<file path="config.mk">
export PLATFORM = sky130hd
export DESIGN_NAME = descriptor_write_filter
export DESIGN_NICKNAME = d
export VERILOG_FILES = /design/src/rtl/descflt_pkg.sv /design/src/rtl/descflt_decide.sv /design/src/rtl/descflt_merge.sv /design/src/rtl/descriptor_write_filter.sv
export SDC_FILE = /design/constraint.sdc
export NUM_CORES = 1
export LEC_CHECK = 0
export ABC_CLOCK_PERIOD_IN_PS = 2800
export BUFFER_PORTS_ARGS = -buffer_cell sky130_fd_sc_hd__buf_4
export CAP_MARGIN = 10
export CORE_UTILIZATION = 35
export DETAILED_ROUTE_END_ITERATION = 16
export GPL_TIMING_DRIVEN = 0
export PLACE_DENSITY_LB_ADDON = 0.2
export SETUP_SLACK_MARGIN = 0.15
export SKIP_CTS_REPAIR_TIMING = 1
export SYNTH_ARGS = -nofsm -noshare
export SYNTH_HDL_FRONTEND = slang
export SYNTH_SLANG_ARGS = --single-unit
</file>
<file path="constraint.sdc">
create_clock -name clk -period 2.8 [get_ports clk]
set_clock_uncertainty 0.15 [all_clocks]
set_input_delay 0.14 -clock clk [delete_from_list [all_inputs] [get_ports clk]]
set_output_delay 0.14 -clock clk [all_outputs]
set_load 0.02 [all_outputs]
</file>
<file path="src/rtl/descflt_pkg.sv">
package descflt_pkg;

    typedef enum logic [1:0] {
        SRC_STORE   = 2'd0,
        SRC_HWFLAG  = 2'd1,
        SRC_GUARDED = 2'd2,
        SRC_RSVD    = 2'd3
    } wr_src_e;

    typedef enum logic [1:0] {
        ST_IDLE    = 2'd0,
        ST_COMMIT  = 2'd1,
        ST_FAULT   = 2'd2,
        ST_CASFAIL = 2'd3
    } res_st_e;

endpackage

</file>
<file path="src/rtl/descflt_decide.sv">
module descflt_decide
    import descflt_pkg::*;
#(
    parameter int W = 64
) (
    input  logic         valid,
    input  wr_src_e      src,
    input  logic         prot,
    input  logic         mostly_ro,
    input  logic         assured_only,
    input  logic [W-1:0] cur,
    input  logic [W-1:0] expect_val,
    output res_st_e      nxt
);

    logic cmp_hit;

    assign cmp_hit = (cur == expect_val);

    always_comb begin
        nxt = ST_IDLE;
        if (!valid) begin
            nxt = ST_IDLE;
        end else if (assured_only && !prot) begin
            nxt = ST_FAULT;
        end else begin
            unique case (src)
                SRC_STORE:   nxt = mostly_ro ? ST_FAULT : ST_COMMIT;
                SRC_HWFLAG:  nxt = ST_COMMIT;
                SRC_GUARDED: nxt = cmp_hit ? ST_COMMIT : ST_CASFAIL;
                default:     nxt = ST_FAULT;
            endcase
        end
    end

endmodule

</file>
<file path="src/rtl/descflt_merge.sv">
module descflt_merge
    import descflt_pkg::*;
#(
    parameter int W         = 64,
    parameter int AF_POS    = 10,
    parameter int DIRTY_POS = 51
) (
    input  wr_src_e      src,
    input  logic         prot,
    input  logic [W-1:0] cur,
    input  logic [W-1:0] proposed,
    input  logic [W-1:0] field_mask,
    output logic [W-1:0] merged
);

    localparam logic [W-1:0] ONE     = {{(W-1){1'b0}}, 1'b1};
    localparam logic [W-1:0] HW_MASK = (ONE << AF_POS) | (ONE << DIRTY_POS);

    logic [W-1:0] take_new;

    always_comb begin
        unique case (src)
            SRC_HWFLAG:  take_new = HW_MASK;
            SRC_GUARDED: take_new = prot ? field_mask : {W{1'b1}};
            default:     take_new = {W{1'b1}};
        endcase
        merged = (cur & ~take_new) | (proposed & take_new);
    end

endmodule

</file>
<file path="src/rtl/descriptor_write_filter.sv">
module descriptor_write_filter
    import descflt_pkg::*;
#(
    parameter int W         = 64,
    parameter int AF_POS    = 10,
    parameter int DIRTY_POS = 51
) (
    input  logic         clk,
    input  logic         rst_n,
    input  logic         req_valid,
    input  logic [1:0]   req_src,
    input  logic         req_prot,
    input  logic         s2_mostly_ro,
    input  logic         s2_assured_only,
    input  logic [W-1:0] cur_desc,
    input  logic [W-1:0] new_desc,
    input  logic [W-1:0] expect_desc,
    input  logic         mask_we,
    input  logic [W-1:0] mask_wdata,
    output logic         commit_valid,
    output logic [W-1:0] commit_data,
    output logic         perm_fault,
    output logic         cas_fail
);

    wr_src_e      src;
    res_st_e      state_q;
    res_st_e      state_d;
    logic [W-1:0] mask_q;
    logic [W-1:0] merged;
    logic [W-1:0] data_q;

    assign src = wr_src_e'(req_src);

    descflt_decide #(.W(W)) u_decide (
        .valid        (req_valid),
        .src          (src),
        .prot         (req_prot),
        .mostly_ro    (s2_mostly_ro),
        .assured_only (s2_assured_only),
        .cur          (cur_desc),
        .expect_val   (expect_desc),
        .nxt          (state_d)
    );

    descflt_merge #(.W(W), .AF_POS(AF_POS), .DIRTY_POS(DIRTY_POS)) u_merge (
        .src        (src),
        .prot       (req_prot),
        .cur        (cur_desc),
        .proposed   (new_desc),
        .field_mask (mask_q),
        .merged     (merged)
    );

    always_ff @(posedge clk) begin
        if (!rst_n) begin
            state_q <= ST_IDLE;
            data_q  <= '0;
            mask_q  <= '0;
        end else begin
            state_q <= state_d;
            if (state_d == ST_COMMIT) begin
                data_q <= merged;
            end
            if (mask_we) begin
                mask_q <= mask_wdata;
            end
        end
    end

    always_comb begin
        commit_valid = 1'b0;
        perm_fault   = 1'b0;
        cas_fail     = 1'b0;
        unique case (state_q)
            ST_COMMIT:  commit_valid = 1'b1;
            ST_FAULT:   perm_fault   = 1'b1;
            ST_CASFAIL: cas_fail     = 1'b1;
            default:    ;
        endcase
        commit_data = data_q;
    end

endmodule

</file>
# ---- Word level (Yosys, flattened, before mapping)
# Index checks and enable logic that the tools add are counted.
dict set report op_classes {
  n_eq_ne 7
  muxes 10
  n_bitwise 4
  n_reduce_logical 3
}
# cell count
set op_table {}
lappend op_table {{$and A64 B64 Y64} 2}
lappend op_table {{$pmux W64 S2} 1}
lappend op_table {{$eq A64 B64 Y1} 1}
lappend op_table {{$mux W64} 1}
lappend op_table {{$not A64 Y64} 1}
lappend op_table {{$or A64 B64 Y64} 1}
lappend op_table {{$mux W2} 4}
lappend op_table {{$eq A2 B1 Y1 const B} 3}
lappend op_table {{$eq A2 B2 Y1 const B} 3}
lappend op_table {{$pmux W2 S3} 1}
lappend op_table {{$mux W1} 3}
lappend op_table {{$logic_not A2 Y1} 1}
lappend op_table {{$logic_and A1 B1 Y1} 1}
lappend op_table {{$logic_not A1 Y1} 1}
dict set report word_totals {
  reg_bits 130
  word_cells 27
  in_bits 265
  output_inout_bits 67
}

# ---- Depth between registers and ports, before layout
dict set report depth {
  ltp_word 6
  depth_mapped 9
  ltp_nobuf 8
}

# ---- Modules after synthesis
# A second synthesis with hierarchy kept.
dict set report unflattened {
  cells_unflattened 741
  area_unflattened_um2 7239.4
}
# mod instances cells_per_inst area_each_um2 seq_area_each_um2
set modules_own_cells {}
lappend modules_own_cells {descriptor_write_filter 1 491 5236.3 2602.5}
lappend modules_own_cells {descflt_merge 1 149 1221.2 0.0}
lappend modules_own_cells {descflt_decide 1 101 782.0 0.0}

# ---- Worst setup path before layout
# OpenSTA, ideal clock, no wires.
dict set report synth_timing {
  path_kind {in2reg}
  start {input port cur_desc[49]}
  end {register data_q[10], in the netlist commit_data[10]}
  cell_stages 8
  t_arrival_ns 1.456
  slack_ns 1.075
  setup_ns 0.120
  path_buffers 2
  path_cell_list {xor2_1 nor4_1 nand4_1 nor4_2 o21ai_1 buf_6 buf_6 mux2i_1}
}
dict set report synth_between {
  elab_chain_cells 6
}
# element line
set synth_rtl {}
lappend synth_rtl {{start, declared} descriptor_write_filter.sv:15} ;# input logic [W-1:0] cur_desc,
lappend synth_rtl {{$eq A64 B64 Y1} descflt_decide.sv:18} ;# assign cmp_hit = (cur == expect_val);
lappend synth_rtl {{$mux W2} descflt_decide.sv:30} ;# SRC_GUARDED: nxt = cmp_hit ? ST_COMMIT : ST_CASFAIL;
lappend synth_rtl {{$pmux W2 S3} descflt_decide.sv:27} ;# unique case (src)
lappend synth_rtl {{$mux W2} descflt_decide.sv:24} ;# end else if (assured_only && !prot) begin
lappend synth_rtl {{$mux W2} descflt_decide.sv:22} ;# if (!valid) begin
lappend synth_rtl {{$eq A2 B1 Y1} descriptor_write_filter.sv:62} ;# if (state_d == ST_COMMIT) begin
lappend synth_rtl {{end signal, assigned} descriptor_write_filter.sv:63} ;# data_q <= merged;
lappend synth_rtl {{end, declared} descriptor_write_filter.sv:31} ;# logic [W-1:0] data_q;
# Every way passes these cells.
# A chain may end at the register's enable or synchronous reset.

# ---- Final worst setup path
dict set report layout_timing {
  start {input port req_src[0]}
  end {register data_q[48], in the netlist commit_data[48]}
}
dict set report layout_between {
  elab_chain_cells 5
  elab_cells_between_ends 12
  cone_classes {eq/ne (3); mux (4); bitwise (4); reduce/logical (1)}
}
# element line
set layout_rtl {}
lappend layout_rtl {{start, declared} descriptor_write_filter.sv:11} ;# input logic [1:0] req_src,
lappend layout_rtl {{$eq A2 B2 Y1 (tied with other cells)} {descflt_decide.sv:27, descflt_merge.sv:22}}
lappend layout_rtl {{$pmux W2 S3 / $pmux W64 S2 (equally long branches)} {descflt_decide.sv:27, descflt_merge.sv:22}}
lappend layout_rtl {{$mux W2 / $not A64 Y64 (equally long branches)} {descflt_decide.sv:24, descflt_merge.sv:27}}
lappend layout_rtl {{$mux W2 / $and A64 B64 Y64 (equally long branches)} {descflt_decide.sv:22, descflt_merge.sv:27}}
lappend layout_rtl {{$eq A2 B1 Y1 / $or A64 B64 Y64 (equally long branches)} {descriptor_write_filter.sv:62, descflt_merge.sv:27}}
# Parallel ways exist; a longest one is shown, timed or not.

==> impl_metrics.csv <==
group,metric,value,unit
placed_design,gp_congestion,0.835,
logic_synthesis,seq_area_frac_synth,0.377,
clock_network,numCtsBuffers,17,
sta,max_slew_margin,0.432,
floorplanning,rows,50,
worst_setup_path,crit_fanout,10,
global_routing,grt_max_degree,17,
final_layout,antennaDiodeCount,0,
sta,setup_ws,0.346,ns
sta,tns,0,ns
global_routing,antenna_found_initial,2,
routing,viasPerCell,4.77,
sta,hold_viol_final,20,
logic_synthesis,ys_types,22,
hold_path,min_path_type,"in2reg",
final_layout,drive_gt1_frac,0.347,
routing,first_iter_violations,249,
logic_synthesis,yosys_warnings,0,
clock_network,cts_num_sinks,130,
worst_setup_path,crit_arrival,2.62,ns
global_routing,grt_pass1_wl,36300,µm
sta,maxSlewViolCount,0,
floorplanning,die_area,20300,µm²
sta,rsz0062_at_grt,"false",
floorplanning,core_region_area,19000,µm²
clock_network,cts_max_level,4,
sta,fmax,408,MHz
clock_network,clk_pin_slew,0.07,ns
routing,vias,7185,
logic_synthesis,syn_nets,1005,
run_status,failed_checks,"hold timing",
floorplanning,initial_core_util,0.363,
routing,routedWlPerCell,18.4,µm
sta,fin_crit_sh,0.876,
floorplanning,pin_count,332,
global_routing,grt_usage,0.250,
clock_network,cts_tree,"built",
routing,ant_nets,0,
global_routing,first_global_vias,6235,
power,worst_ir_drop_vdd,0.000395,V
clock_network,cts_max_path_buffers,2,
routing,wirelength,27700,µm
worst_setup_path,crit_type,"in2reg",
global_routing,overflow,0,
power,powerDensity,471,nW/µm²
logic_synthesis,yosys_register_bits,130,
sta,worst_slew_pin_slew,0.844,ns
flow_run,maxCapViolCount,0,
placed_design,dpl_worst_slack,0.126,ns
sta,fin_crit,2.45,ns
placed_design,hpwl,20700,µm
sta,hold_slack,-0.0326,ns
final_layout,fill_cells,1639,
floorplanning,die_y,142,µm
placed_design,io_buffer_count,329,
floorplanning,die_w,142,µm
routing,drc,0,
worst_setup_path,critPathCaptureType,"register",
worst_setup_path,crit_path_start_kind,"input pin",
sta,setup-violations-final,0,
run_status,outcome,"finished, violations left",
logic_synthesis,syn_avg_cell_area,9.37,µm²
logic_synthesis,syn_inst,736,
clock_network,insertion_delay,0.43,ns
final_layout,area_delta_synth_final,70.9,%
logic_synthesis,syn-cell-area,6900,µm²
routing,drt_first_pass_iters,4,
worst_setup_path,cp.required,2.97,ns
power,p_leak,5.69,nW
final_layout,final_nets,1503,
clock_network,cts_root_buf,"clkbuf_16",
## layer usage
layer	share of wire	GRT usage	vias up
met5	0.00047	0	-
met4	0.028	0.106	2
li1	-	-	3502
met1	0.42	0.293	3366
met2	0.49	0.425	271
met3	0.063	0.0717	44
## worst paths after layout
kind	to	slack (ns)	depth (start not counted)	start
worst max-delay path	commit_data[48]	0.35	11	req_src[0]
worst min-delay path	commit_data[44]	-0.03	4	new_desc[44]
worst max register to register	commit_data[53]	0.84	5	mask_q[53]
worst min register to register	commit_data[13]	0.31	2	commit_data[13]
## kinds of logic after synthesis
group,synth area share
compound gates,0.0519
xor+xnor,0.0812
fa+ha+maj,0.00725
buf+inv,0.0359
flops,0.377
mux,0.290
simple gates,0.156
## area by class of cell
class                      count  area (µm²)  share of cell area
multi-input combinational    554        4050               0.343
tap                          260         325              0.0276
inverter                       5        18.8             0.00159
timing repair buffer         479        3970               0.337
buffer                        47         229              0.0194
sequential                   130        2600               0.221
clock buffer                  18         439              0.0372
clock inverter                14         155              0.0132
## cell usage in the layout, fill, tap and decap left out, drive strengths merged, types with 2 or more instances in the layout
master / instances
ha: 4
inv: 8
a21oi: 4
o21ai: 64
clkinv: 7
dlygate4sd3: 150
nand2: 131
nor4: 17
xor2: 64
clkinvlp: 2
nand4: 4
clkbuf: 48
bufinv: 2
nor2b: 67
buf: 346
mux2i: 128
dfxtp: 130
mux2: 64
nand2b: 3
## synthesized netlist by cell type
cell,instances,share of area
nor4_2,1,0.0018
ha_1,4,0.0073
nand2b_1,3,0.0027
nor3_1,1,0.00072
nand2_1,131,0.071
a21oi_1,4,0.0029
buf_6,7,0.011
inv_1,5,0.0027
nand4_1,4,0.0036
o211a_1,1,0.0015
dfxtp_1,130,0.38
clkbuf_1,30,0.016
nor4_1,16,0.015
o21ai_0,63,0.046
xor2_1,64,0.081
a21o_1,1,0.0011
and2_1,1,0.00091
buf_1,10,0.0054
mux2i_1,128,0.19
mux2_2,64,0.10
nor2b_1,67,0.061
o21ai_1,1,0.00072
## state kept, by name, summed over array words and instances, names as in the netlist
name,count
commit_data,64
state_q,2
mask_q,64
## per-stage QoR
step	total power, mW	cell area (µm²)	util	std cells
detailed placement	3.13	9690	0.510	1325
global route	5.76	11800	0.620	1507
floorplan	2.56	6900	-	736
CTS	5.39	10300	0.541	1357
global placement	3.12	9690	0.510	1325
finish	5.55	11800	0.620	1507
## worst max-delay path, cell delays in order
cell	delay, ns
buf_4	0.12
inv_1	0.07
ha_1	0.21
inv_1	0.08
nand2_1	0.34
clkbuf_1	0.37
o21ai_0	0.25
mux2_2	0.33
dlygate4sd3_1	0.56
nand2_1	0.07
mux2i_1	0.07
## where the power goes
group / switching (mW) / internal, mW / leakage (nW) / total [mW]
Sequential: 0.0521 / 1.95 / 1.06 / 2.00
Combinational: 0.560 / 0.731 / 4.33 / 1.29
Clock: 0.912 / 1.34 / 0.287 / 2.26
Total: 1.52 / 4.03 / 5.69 / 5.55
(Power assumes the default switching activity.)
